`src/rtl/nfc_pkg.sv`:
```
package nfc_pkg;

    typedef enum logic [1:0] {
        OP_READ_MODE = 2'd0,
        OP_PROGRAM   = 2'd1,
        OP_ERASE     = 2'd2,
        OP_IDENT     = 2'd3
    } nfc_op_e;

    localparam logic [1:0] RES_OK         = 2'd0;
    localparam logic [1:0] RES_TIMEOUT    = 2'd1;
    localparam logic [1:0] RES_NOT_ERASED = 2'd2;

    localparam int unsigned KEY_OFS_A = 32'h0554;
    localparam int unsigned KEY_OFS_B = 32'h02AB;

    localparam logic [7:0] CMD_KEY_1     = 8'hAA;
    localparam logic [7:0] CMD_KEY_2     = 8'h55;
    localparam logic [7:0] CMD_WORD_PROG = 8'hA0;
    localparam logic [7:0] CMD_ERASE_ARM = 8'h80;
    localparam logic [7:0] CMD_ERASE_GO  = 8'h30;
    localparam logic [7:0] CMD_ID_ENTER  = 8'h90;
    localparam logic [7:0] CMD_ARRAY     = 8'hF0;

    typedef enum logic [3:0] {
        S_IDLE, S_PRECHK, S_CMD, S_SETTLE, S_POLL,
        S_ABORT, S_ID_MFG, S_ID_DEV, S_ID_EXIT, S_END
    } nfc_state_e;

    function automatic logic [2:0] last_step(nfc_op_e op);
        case (op)
            OP_READ_MODE: return 3'd0;
            OP_PROGRAM:   return 3'd3;
            OP_ERASE:     return 3'd5;
            default:      return 3'd2;
        endcase
    endfunction

endpackage

```
`src/rtl/nfc_bus_cycle.sv`:
```
module nfc_bus_cycle #(
    parameter int AW   = 16,
    parameter int DW   = 16,
    parameter int WAIT = 2
) (
    input  logic          clk,
    input  logic          rst_n,
    input  logic          start_i,
    input  logic          wr_i,
    input  logic [AW-1:0] addr_i,
    input  logic [DW-1:0] wdata_i,
    output logic          done_o,
    output logic [DW-1:0] rdata_o,
    output logic [AW-1:0] fl_addr,
    output logic [DW-1:0] fl_dout,
    output logic          fl_dout_en,
    input  logic [DW-1:0] fl_din,
    output logic          fl_ce_n,
    output logic          fl_we_n,
    output logic          fl_oe_n
);
    localparam int CW = (WAIT > 1) ? $clog2(WAIT) : 1;

    typedef struct packed {
        logic          active;
        logic          wr;
        logic [CW-1:0] cnt;
        logic [AW-1:0] addr;
        logic [DW-1:0] wdata;
        logic [DW-1:0] rdata;
        logic          done;
    } phy_t;

    phy_t phy_d, phy_q;

    always_comb begin
        phy_d      = phy_q;
        phy_d.done = 1'b0;
        if (!phy_q.active) begin
            if (start_i) begin
                phy_d.active = 1'b1;
                phy_d.wr     = wr_i;
                phy_d.addr   = addr_i;
                phy_d.wdata  = wdata_i;
                phy_d.cnt    = CW'(WAIT - 1);
            end
        end else if (phy_q.cnt == '0) begin
            phy_d.active = 1'b0;
            phy_d.done   = 1'b1;
            if (!phy_q.wr) begin
                phy_d.rdata = fl_din;
            end
        end else begin
            phy_d.cnt = phy_q.cnt - 1'b1;
        end
    end

    always_ff @(posedge clk or negedge rst_n) begin
        if (!rst_n) begin
            phy_q <= '0;
        end else begin
            phy_q <= phy_d;
        end
    end

    assign done_o     = phy_q.done;
    assign rdata_o    = phy_q.rdata;
    assign fl_addr    = phy_q.addr;
    assign fl_dout    = phy_q.wdata;
    assign fl_dout_en = phy_q.active & phy_q.wr;
    assign fl_ce_n    = ~phy_q.active;
    assign fl_we_n    = ~(phy_q.active & phy_q.wr);
    assign fl_oe_n    = ~(phy_q.active & ~phy_q.wr);

    AST_START_WHEN_FREE: assert property (@(posedge clk) disable iff (!rst_n)
        start_i |-> !phy_q.active);

    AST_DONE_AFTER_ACCESS: assert property (@(posedge clk) disable iff (!rst_n)
        phy_q.done |-> !phy_q.active && $past(phy_q.active));

endmodule

```
`src/rtl/nfc_seq.sv`:
```
module nfc_seq
    import nfc_pkg::*;
#(
    parameter int          AW        = 16,
    parameter int          DW        = 16,
    parameter int unsigned BASE      = 0,
    parameter int          PROG_TMO  = 2000,
    parameter int          ERASE_TMO = 200000,
    parameter int          SETTLE    = 100
) (
    input  logic          clk,
    input  logic          rst_n,
    input  logic          req_valid,
    input  logic [1:0]    req_op,
    input  logic [AW-1:0] req_addr,
    input  logic [DW-1:0] req_data,
    output logic          busy,
    output logic          ack,
    output logic [1:0]    result,
    output logic [7:0]    id_mfg,
    output logic [DW-1:0] id_dev,
    output logic          wprot,
    output logic          acc_start,
    output logic          acc_wr,
    output logic [AW-1:0] acc_addr,
    output logic [DW-1:0] acc_wdata,
    input  logic          acc_done,
    input  logic [DW-1:0] acc_rdata
);
    localparam int MAX_PE = (PROG_TMO > ERASE_TMO) ? PROG_TMO : ERASE_TMO;
    localparam int MAXV   = (MAX_PE > SETTLE) ? MAX_PE : SETTLE;
    localparam int TW     = $clog2(MAXV + 2);

    localparam logic [AW-1:0] A_BASE = AW'(BASE);
    localparam logic [AW-1:0] A_ID1  = AW'(BASE + 1);
    localparam logic [AW-1:0] A_KEYA = AW'(BASE + KEY_OFS_A);
    localparam logic [AW-1:0] A_KEYB = AW'(BASE + KEY_OFS_B);

    typedef struct packed {
        nfc_state_e    st;
        logic          pend;
        nfc_op_e       op;
        logic [AW-1:0] addr;
        logic [DW-1:0] data;
        logic [2:0]    step;
        logic [TW-1:0] cnt;
        logic [1:0]    result;
        logic          ack;
        logic [7:0]    mfg;
        logic [DW-1:0] dev;
        logic          wprot;
    } seq_t;

    seq_t seq_d, seq_q;

    logic [AW-1:0] cmd_a;
    logic [DW-1:0] cmd_d;
    logic          poll_pass;
    logic [TW-1:0] poll_limit;

    function automatic logic [DW-1:0] cw(input logic [7:0] b);
        return DW'(b);
    endfunction

    // Write list of each operation, indexed by step
    always_comb begin
        cmd_a = A_KEYA;
        cmd_d = cw(CMD_KEY_1);
        case (seq_q.op)
            OP_READ_MODE: begin
                cmd_a = A_BASE;
                cmd_d = cw(CMD_ARRAY);
            end
            OP_PROGRAM: begin
                case (seq_q.step)
                    3'd0:    begin cmd_a = A_KEYA;     cmd_d = cw(CMD_KEY_1);     end
                    3'd1:    begin cmd_a = A_KEYB;     cmd_d = cw(CMD_KEY_2);     end
                    3'd2:    begin cmd_a = A_KEYA;     cmd_d = cw(CMD_WORD_PROG); end
                    default: begin cmd_a = seq_q.addr; cmd_d = seq_q.data;        end
                endcase
            end
            OP_ERASE: begin
                case (seq_q.step)
                    3'd0, 3'd3: begin cmd_a = A_KEYA;     cmd_d = cw(CMD_KEY_1);     end
                    3'd1, 3'd4: begin cmd_a = A_KEYB;     cmd_d = cw(CMD_KEY_2);     end
                    3'd2:       begin cmd_a = A_KEYA;     cmd_d = cw(CMD_ERASE_ARM); end
                    default:    begin cmd_a = seq_q.addr; cmd_d = cw(CMD_ERASE_GO);  end
                endcase
            end
            default: begin
                case (seq_q.step)
                    3'd0:    begin cmd_a = A_KEYA; cmd_d = cw(CMD_KEY_1);    end
                    3'd1:    begin cmd_a = A_KEYB; cmd_d = cw(CMD_KEY_2);    end
                    default: begin cmd_a = A_KEYA; cmd_d = cw(CMD_ID_ENTER); end
                endcase
            end
        endcase
    end

    always_comb begin
        poll_pass  = (seq_q.op == OP_PROGRAM) ? (acc_rdata[7] == seq_q.data[7])
                                               : acc_rdata[7];
        poll_limit = (seq_q.op == OP_PROGRAM) ? TW'(PROG_TMO) : TW'(ERASE_TMO);
    end

    always_comb begin
        seq_d     = seq_q;
        seq_d.ack = 1'b0;
        acc_start = 1'b0;
        acc_wr    = 1'b0;
        acc_addr  = seq_q.addr;
        acc_wdata = '0;
        case (seq_q.st)
            S_IDLE: begin
                seq_d.wprot = 1'b1;
                if (req_valid) begin
                    seq_d.op    = nfc_op_e'(req_op);
                    seq_d.addr  = req_addr;
                    seq_d.data  = req_data;
                    seq_d.step  = '0;
                    seq_d.pend  = 1'b0;
                    seq_d.wprot = 1'b0;
                    seq_d.st    = (nfc_op_e'(req_op) == OP_PROGRAM) ? S_PRECHK : S_CMD;
                end
            end
            S_PRECHK: begin
                if (!seq_q.pend) begin
                    acc_start  = 1'b1;
                    seq_d.pend = 1'b1;
                end else if (acc_done) begin
                    seq_d.pend = 1'b0;
                    if ((acc_rdata & seq_q.data) != seq_q.data) begin
                        seq_d.result = RES_NOT_ERASED;
                        seq_d.st     = S_END;
                    end else begin
                        seq_d.st = S_CMD;
                    end
                end
            end
            S_CMD: begin
                acc_wr    = 1'b1;
                acc_addr  = cmd_a;
                acc_wdata = cmd_d;
                if (!seq_q.pend) begin
                    acc_start  = 1'b1;
                    seq_d.pend = 1'b1;
                end else if (acc_done) begin
                    seq_d.pend = 1'b0;
                    seq_d.cnt  = '0;
                    if (seq_q.step == last_step(seq_q.op)) begin
                        case (seq_q.op)
                            OP_READ_MODE: begin
                                seq_d.result = RES_OK;
                                seq_d.st     = S_END;
                            end
                            OP_PROGRAM: seq_d.st = S_POLL;
                            OP_ERASE:   seq_d.st = S_SETTLE;
                            default:    seq_d.st = S_ID_MFG;
                        endcase
                    end else begin
                        seq_d.step = seq_q.step + 1'b1;
                    end
                end
            end
            S_SETTLE: begin
                if (seq_q.cnt >= TW'(SETTLE - 1)) begin
                    seq_d.cnt = '0;
                    seq_d.st  = S_POLL;
                end else begin
                    seq_d.cnt = seq_q.cnt + 1'b1;
                end
            end
            S_POLL: begin
                if (seq_q.cnt != '1) begin
                    seq_d.cnt = seq_q.cnt + 1'b1;
                end
                if (!seq_q.pend) begin
                    acc_start  = 1'b1;
                    seq_d.pend = 1'b1;
                end else if (acc_done) begin
                    seq_d.pend = 1'b0;
                    if (poll_pass) begin
                        seq_d.result = RES_OK;
                        seq_d.st     = S_END;
                    end else if (seq_q.cnt >= poll_limit) begin
                        seq_d.st = S_ABORT;
                    end
                end
            end
            S_ABORT: begin
                acc_wr    = 1'b1;
                acc_wdata = cw(CMD_ARRAY);
                if (!seq_q.pend) begin
                    acc_start  = 1'b1;
                    seq_d.pend = 1'b1;
                end else if (acc_done) begin
                    seq_d.pend   = 1'b0;
                    seq_d.result = RES_TIMEOUT;
                    seq_d.st     = S_END;
                end
            end
            S_ID_MFG: begin
                acc_addr = A_ID1;
                if (!seq_q.pend) begin
                    acc_start  = 1'b1;
                    seq_d.pend = 1'b1;
                end else if (acc_done) begin
                    seq_d.pend = 1'b0;
                    seq_d.mfg  = acc_rdata[7:0];
                    seq_d.st   = S_ID_DEV;
                end
            end
            S_ID_DEV: begin
                acc_addr = A_BASE;
                if (!seq_q.pend) begin
                    acc_start  = 1'b1;
                    seq_d.pend = 1'b1;
                end else if (acc_done) begin
                    seq_d.pend = 1'b0;
                    seq_d.dev  = acc_rdata;
                    seq_d.st   = S_ID_EXIT;
                end
            end
            S_ID_EXIT: begin
                acc_wr    = 1'b1;
                acc_addr  = A_BASE;
                acc_wdata = cw(CMD_ARRAY);
                if (!seq_q.pend) begin
                    acc_start  = 1'b1;
                    seq_d.pend = 1'b1;
                end else if (acc_done) begin
                    seq_d.pend   = 1'b0;
                    seq_d.result = RES_OK;
                    seq_d.st     = S_END;
                end
            end
            S_END: begin
                seq_d.wprot = 1'b1;
                seq_d.ack   = 1'b1;
                seq_d.st    = S_IDLE;
            end
            default: seq_d.st = S_IDLE;
        endcase
    end

    always_ff @(posedge clk or negedge rst_n) begin
        if (!rst_n) begin
            seq_q       <= '0;
            seq_q.st    <= S_IDLE;
            seq_q.wprot <= 1'b1;
        end else begin
            seq_q <= seq_d;
        end
    end

    assign busy   = (seq_q.st != S_IDLE);
    assign ack    = seq_q.ack;
    assign result = seq_q.result;
    assign id_mfg = seq_q.mfg;
    assign id_dev = seq_q.dev;
    assign wprot  = seq_q.wprot;

    AST_IDLE_PROTECTED: assert property (@(posedge clk) disable iff (!rst_n)
        (seq_q.st == S_IDLE) |-> seq_q.wprot);

    AST_ACK_CODE_LEGAL: assert property (@(posedge clk) disable iff (!rst_n)
        ack |-> (result != 2'd3) && !busy);

    AST_BUSY_ENDS_WITH_ACK: assert property (@(posedge clk) disable iff (!rst_n)
        $fell(busy) |-> ack);

    AST_PRECHK_NO_WRITE: assert property (@(posedge clk) disable iff (!rst_n)
        (seq_q.st == S_PRECHK) |-> !(acc_start && acc_wr));

    AST_POLL_READS_TARGET: assert property (@(posedge clk) disable iff (!rst_n)
        (acc_start && seq_q.st == S_POLL) |-> !acc_wr && acc_addr == seq_q.addr);

endmodule

```
`src/rtl/norflash_cmd_ctrl.sv`:
```
module norflash_cmd_ctrl #(
    parameter int          AW        = 16,
    parameter int          DW        = 16,
    parameter int unsigned BASE      = 0,
    parameter int          WAIT      = 2,
    parameter int          PROG_TMO  = 2000,
    parameter int          ERASE_TMO = 200000,
    parameter int          SETTLE    = 100
) (
    input  logic          clk,
    input  logic          rst_n,
    input  logic          req_valid,
    input  logic [1:0]    req_op,
    input  logic [AW-1:0] req_addr,
    input  logic [DW-1:0] req_data,
    output logic          busy,
    output logic          ack,
    output logic [1:0]    result,
    output logic [7:0]    id_mfg,
    output logic [DW-1:0] id_dev,
    output logic [AW-1:0] fl_addr,
    output logic [DW-1:0] fl_dout,
    output logic          fl_dout_en,
    input  logic [DW-1:0] fl_din,
    output logic          fl_ce_n,
    output logic          fl_we_n,
    output logic          fl_oe_n,
    output logic          fl_wprot
);
    logic          acc_start;
    logic          acc_wr;
    logic [AW-1:0] acc_addr;
    logic [DW-1:0] acc_wdata;
    logic          acc_done;
    logic [DW-1:0] acc_rdata;

    nfc_seq #(
        .AW(AW), .DW(DW), .BASE(BASE),
        .PROG_TMO(PROG_TMO), .ERASE_TMO(ERASE_TMO), .SETTLE(SETTLE)
    ) u_seq (
        .clk(clk), .rst_n(rst_n),
        .req_valid(req_valid), .req_op(req_op), .req_addr(req_addr), .req_data(req_data),
        .busy(busy), .ack(ack), .result(result), .id_mfg(id_mfg), .id_dev(id_dev),
        .wprot(fl_wprot),
        .acc_start(acc_start), .acc_wr(acc_wr), .acc_addr(acc_addr), .acc_wdata(acc_wdata),
        .acc_done(acc_done), .acc_rdata(acc_rdata)
    );

    nfc_bus_cycle #(.AW(AW), .DW(DW), .WAIT(WAIT)) u_bus (
        .clk(clk), .rst_n(rst_n),
        .start_i(acc_start), .wr_i(acc_wr), .addr_i(acc_addr), .wdata_i(acc_wdata),
        .done_o(acc_done), .rdata_o(acc_rdata),
        .fl_addr(fl_addr), .fl_dout(fl_dout), .fl_dout_en(fl_dout_en), .fl_din(fl_din),
        .fl_ce_n(fl_ce_n), .fl_we_n(fl_we_n), .fl_oe_n(fl_oe_n)
    );

    AST_WRITE_ONLY_UNPROTECTED: assert property (@(posedge clk) disable iff (!rst_n)
        !fl_we_n |-> !fl_wprot);

    AST_ACK_BUS_QUIET: assert property (@(posedge clk) disable iff (!rst_n)
        ack |-> fl_ce_n && fl_we_n && fl_oe_n);

    AST_IDLE_NO_ACCESS: assert property (@(posedge clk) disable iff (!rst_n)
        (!busy && !ack) |-> fl_ce_n);

endmodule

```
`config.mk`:
```
export PLATFORM = sky130hd
export DESIGN_NAME = norflash_cmd_ctrl
export DESIGN_NICKNAME = d
export VERILOG_FILES = /design/src/rtl/nfc_pkg.sv /design/src/rtl/nfc_bus_cycle.sv /design/src/rtl/nfc_seq.sv /design/src/rtl/norflash_cmd_ctrl.sv
export SDC_FILE = /design/constraint.sdc
export NUM_CORES = 1
export LEC_CHECK = 0
export ABC_AREA = 1
export BUFFER_PORTS_ARGS = -buffer_cell sky130_fd_sc_hd__buf_2
export CORE_MARGIN = 5
export CORE_UTILIZATION = 25
export CTS_BUF_LIST = sky130_fd_sc_hd__clkbuf_4
export DETAILED_ROUTE_END_ITERATION = 10
export PLACE_DENSITY_LB_ADDON = 0.08
export SYNTH_ARGS = -nofsm -noshare
export SYNTH_HDL_FRONTEND = slang
export SYNTH_SLANG_ARGS = --single-unit
```
`constraint.sdc`:
```
create_clock -name clk -period 2.9 [get_ports clk]
set_input_delay 0.725 -clock clk [delete_from_list [all_inputs] [get_ports clk]]
set_output_delay 0.725 -clock clk [all_outputs]
set_load 0.05 [all_outputs]
```
# Yosys cells after proc, flatten, opt, wreduce, memory -nomap -nowiden
# Index checks and enable logic that the tools add are counted.
dict set report op_classes {
  magnitude_cmp 2
  bitwise_logic 8
  n_mux 77
  eq_ne 45
  add_sub_neg 3
  n_reduce_logical 28
}
# op n
set ops {}
lappend ops {{16-bit case mux with 3 select lines} 4}
lappend ops {{16-bit case mux with 2 select lines} 3}
lappend ops {{18-bit 2-to-1 mux} 3}
lappend ops {{18-bit case mux with 3 select lines} 1}
lappend ops {{23-bit 2-to-1 mux} 2}
lappend ops {{4-bit 2-to-1 mux} 11}
lappend ops {{42-bit 2-to-1 mux} 1}
lappend ops {{2-bit by 1-bit inequality test with 1-bit output, second input constant} 21}
lappend ops {{35-bit 2-to-1 mux} 1}
lappend ops {{4-bit case mux with 8 select lines} 1}
lappend ops {{5-bit 2-to-1 mux} 6}
lappend ops {{2-bit 2-to-1 mux} 13}
lappend ops {{8-bit case mux with 3 select lines} 1}
lappend ops {{18-bit by 1-bit adder with 18-bit output, second input constant} 1}
lappend ops {{18-bit greater-or-equal comparator} 1}
lappend ops {{18-bit by 7-bit greater-or-equal comparator with 1-bit output, second input constant} 1}
lappend ops {{1-bit 2-to-1 mux} 18}
lappend ops {{18-bit inequality test, second input constant} 1}
lappend ops {{16-bit AND} 1}
lappend ops {{4-bit by 3-bit equality test with 1-bit output, second input constant} 4}
lappend ops {{16-bit inequality test} 1}
lappend ops {{8-bit case mux with 2 select lines} 1}
lappend ops {{16-bit AND reduction} 1}
lappend ops {{15-bit AND reduction} 1}
lappend ops {{other kinds (39)} 64}
dict set report totals {
  register_bits 140
  inputBits 53
  output_inout_bits 65
  elab_cells 182
}

# Longest topological paths before layout
dict set report logic_depth {
  depth_word 10
  mapped_depth 13
  ltp_nobuf 13
}

# Hierarchy
# A second synthesis with hierarchy kept.
dict set report hier_totals {
  hier_cells 1118
  hier_area_um2 8181.6
}
# mod instances area_per_inst_um2 cells_per_inst seq_area_each_um2
set modules_own_cells {}
lappend modules_own_cells {nfc_seq 1 5746.8 845 2203.4}
lappend modules_own_cells {nfc_bus_cycle 1 2434.8 273 1301.2}

# Worst setup path after synthesis
# No wires, ideal clock.
dict set report synth_path {
  kind {register to output}
  startpoint {register u_bus.phy_q[51] in the netlist's numbering}
  endpoint {output fl_dout_en}
  arrival_ps 1150
  t_required_ps 2175
  path_buffers 0
  slack_ps 1025
  stages_incl_launch_ff 3
  path_cell_list {dfrtp_1 nand2_1 inv_1}
}
dict set report synth_via {
  elab_chain_cells 1
}
# element line
set synth_rtl {}
lappend synth_rtl {{start: declaration} nfc_bus_cycle.sv:34} ;# phy_t phy_d, phy_q;
lappend synth_rtl {{start signal: assignment} nfc_bus_cycle.sv:62} ;# phy_q <= phy_d;
lappend synth_rtl {{1-bit AND} nfc_bus_cycle.sv:70} ;# assign fl_dout_en = phy_q.active & phy_q.wr;
lappend synth_rtl {{end: declaration} norflash_cmd_ctrl.sv:23} ;# output logic fl_dout_en,
# No other way between the ends.

# Final worst setup path
dict set report layout_path {
  startpoint {register u_seq.seq_q[85] in the netlist's numbering}
  endpoint {output busy}
}
dict set report layout_via {
  elab_chain_cells 1
}
# element line
set layout_rtl {}
lappend layout_rtl {{start: declaration} nfc_seq.sv:54} ;# seq_t seq_d, seq_q;
lappend layout_rtl {{start signal: assignment} nfc_seq.sv:252} ;# seq_q <= seq_d;
lappend layout_rtl {{4-bit nonzero test} nfc_seq.sv:256} ;# assign busy = (seq_q.st != S_IDLE);
lappend layout_rtl {{end: declaration} norflash_cmd_ctrl.sv:16} ;# output logic busy,
# No other way between the ends.

==> results by group <==
Yosys
  • Cells after Synth: 1020
  • Part of the Yosys area used for sequential elements: 0.4552
  • Syn avg cell area: 7.549 um^2
  • Syn. warnings: 0
  • Post-Syn Area: 7700 um^2
  • Post-synthesis cell type count: 34
  • Syn_nets: 1089
  • Number of synthesized register bits: 140

Worst setup path
  • Arr. time, crit path: 1.79 ns
  • Crit path cell chain: nor2_2, nand2_1, buf_2
  • Reg-to-Reg Start: u_seq.seq_q[82]$_DFFE_PN0P_
  • FF-to-FF End: u_seq.seq_q[84]$_DFFE_PN0P_
  • CP peak stage delay: 0.48 ns
  • R2R setup slack: 0.78 ns
  • Critical-path top delay cell: dfrtp_1
  • CP max FO: 6
  • Worst path required time: 2.17 ns
  • Crit Path Class: reg -> out
  • Worst Setup Start Kind: flop
  • Crit. End Element: output pin
  • Reg2Reg Depth: 13

Timing
  • Fmax: 397.2 MHz
  • Max-slew violation count: 0
  • Worst Max-Slew Pin Slew: 0.5363 ns
  • Final setup violation count: 0
  • Hold Vio Cnt, Final: 0
  • Setup TNS: 0 ns
  • Final worst slack: 0.3824 ns
  • Post-layout min period: 2.518 ns
  • Clock Skews: 0.03676 ns
  • Unrepaired setup endpoints after global routing: false
  • Final period utilization: 0.8681
  • Slew Limit Headroom: 0.6425

Power and ir drop
  • Total power: 9183 uW
  • Maximum VDD drop: 0.0002990 V
  • Leakage: 0.004407 uW
  • Power per cell area: 1065 nW/um^2

Global routing
  • Antenna violations before repair: 1
  • Number of global-route vias before repair: 6524
  • GRT Total Usage: 0.1415
  • Largest net degree at the start of global routing: 49
  • First-pass GRT wire length: 37.93 mm
  • GRT overflow: 0

Detailed routing
  • Pre-antenna DRT Iters: 4
  • Routed vias: 6516
  • Final ANT Viol Nets: 0
  • WL final: 24.12 mm
  • Vias per cell: 4.364
  • DR WL/cell: 16.15 um
  • DRC: 0
  • Iter 0 DRT Violations: 356

CTS
  • CTS tree: built
  • CTS buffer count: 17
  • Clock Sink Count: 140
  • Longest Clk Path Bufs: 2
  • Worst skew pair latency: 0.57 ns
  • Clk slew on worst S/H paths: 0.16 ns
  • Hold_buf cts: 0
  • Post-CTS sizing: 0
  • Setup repair bufs after CTS: 0
  • Root buf cell: clkbuf_4
  • H-tree depth: 4

Floorplanning
  • Starting Density: 0.2524
  • Rows: 64
  • Die Span Y: 185.5 um
  • Core area: 30510 um^2
  • Die W: 185.5 um
  • Die area: 34410 um^2
  • # IOs: 118

Run
  • Max_cap viols: 0

Cells and area
  • Commonest non-fill, non-tap cell in the layout: nand2_1
  • Fillcell total: 3434
  • Synthesis-to-finish area growth: 11.94%
  • Final Core Density: 0.2825
  • Area of the multi-input gates: 3244 um^2
  • Most frequent cells in the layout: 309 x nand2_1, 139 x dfrtp_1, 116 x buf_2, 102 x nor2_1, 93 x inv_1
  • Layout cells sized above 1: 0.1724
  • NumNets Final: 1152
  • Register area: 3505 um^2

Status
  • Status: complete, no violations

Hold path
  • Worst Hold Class: in -> async

Placement
  • GP Congestion: 0.8678
  • Post-Place Worst Slack: 0.7676 ns
  • PortBufs: 117
  • HPWL after DPL: 18.12 mm
how the worst max path moves through the flow:
| stage | to | slack (ns) | startpoint |
|---|---|---|---|
| 4_1_cts | busy | 0.27 | u_seq.seq_q[85]$_DFFE_PN0P_ |
| 3_3_place_gp | u_seq.seq_q[82]$_DFFE_PN0P_ | 0.76 | u_seq.seq_q[85]$_DFFE_PN0P_ |
| 3_5_place_dp | u_seq.seq_q[87]$_DFFE_PN0P_ | 0.77 | u_seq.seq_q[82]$_DFFE_PN0P_ |
| 6_report | busy | 0.38 | u_seq.seq_q[85]$_DFFE_PN0P_ |
| 2_1_floorplan | fl_dout_en | 1.02 | u_bus.phy_q[51]$_DFF_PN0_ |
| 5_1_grt | busy | 0.20 | u_seq.seq_q[85]$_DFFE_PN0P_ |
critical path, delay by kind of cell, from the launching register on:
kind                   cells  cell delay (ns)
buffers and inverters      1             0.28
DFF                        1             0.48
and+or+nand+nor            2             0.47
power breakdown:
part | internal (uW) | switching (uW)
Clock | 471 | 876
Sequential | 2580 | 442
Combinational | 1260 | 3550
stage by stage:
step / std cells / hold slack [ns] / area [um^2]
after floorplan: 1020 / 0.4032 / 7700
after global placement: 1460 / 0.4223 / 8327
after detailed placement: 1460 / 0.4151 / 8327
after CTS: 1492 / 0.05973 / 8617
after global routing: 1493 / 0.04255 / 8620
final: 1493 / 0.07515 / 8620
registers in the layout (all words and copies together), names as in the netlist, 2 cells and up:
signal and count:
u_seq.seq_q 60, u_bus.fl_addr 16, u_bus.fl_dout 16, u_bus.rdata_o 16, u_seq.id_dev 16, u_seq.id_mfg 8
u_bus.phy_q 3, u_seq.result 2
synth_stat cells:
library cell | n | area share
o21ai_4 | 1 | 0.0021
ha_1 | 16 | 0.026
inv_2 | 9 | 0.0044
nand3_1 | 53 | 0.034
o21bai_1 | 1 | 0.00098
a21oi_4 | 1 | 0.0021
clkbuf_2 | 1 | 0.00065
buf_6 | 1 | 0.0015
buf_4 | 63 | 0.061
o21ai_0 | 75 | 0.049
xor2_1 | 8 | 0.0091
nor2_1 | 103 | 0.050
buf_2 | 12 | 0.0078
nor3_1 | 14 | 0.0091
o21ai_1 | 12 | 0.0078
and3_1 | 1 | 0.00081
a211o_1 | 1 | 0.0011
dfrtp_1 | 139 | 0.45
nor2_2 | 6 | 0.0049
o31ai_1 | 6 | 0.0058
nand3_2 | 3 | 0.0039
nand4_1 | 16 | 0.013
o22ai_1 | 5 | 0.0041
o22ai_2 | 1 | 0.0016
a21oi_1 | 52 | 0.034
nor2_4 | 2 | 0.0029
xnor2_1 | 2 | 0.0023
inv_1 | 93 | 0.045
or2_0 | 1 | 0.00081
dfstp_2 | 1 | 0.0034
clkbuf_1 | 7 | 0.0034
nand2_1 | 309 | 0.15
nor4_1 | 1 | 0.00081
nand2_2 | 4 | 0.0032
final cells by class:
| type | count | area share |
|---|---|---|
| clock buffers | 18 | 0.01568 |
| flip-flops and latches | 140 | 0.4066 |
| inverters | 102 | 0.04442 |
| well taps | 396 | 0.05748 |
| repair buffers | 128 | 0.08114 |
| clock inverters | 14 | 0.01800 |
| multi-input cells | 694 | 0.3764 |
| diodes | 1 | 0.0002903 |
cells by family (layout without fill, tap and decap cells):
kind of cell             after synthesis  count (layout)  synth area share
AO/OA/AOI/OAI                        155             155            0.1082
adder cells (fa/ha/maj)               16              16           0.02600
other                                  0               1                 0
XOR/XNOR                              10              10           0.01138
AND/OR/NAND/NOR                      513             513            0.2748
buffers and inverters                186             262            0.1245
flip-flops                           140             140            0.4552
per-layer routing:
metal,up-vias,global-route usage,share of wire
met5,-,0,0
met1,3033,0.2042,0.49
met3,20,0.02970,0.046
li1,3333,-,-
met4,0,0.03083,0.014
met2,130,0.2192,0.45
Power figures use the tool's default switching activity.
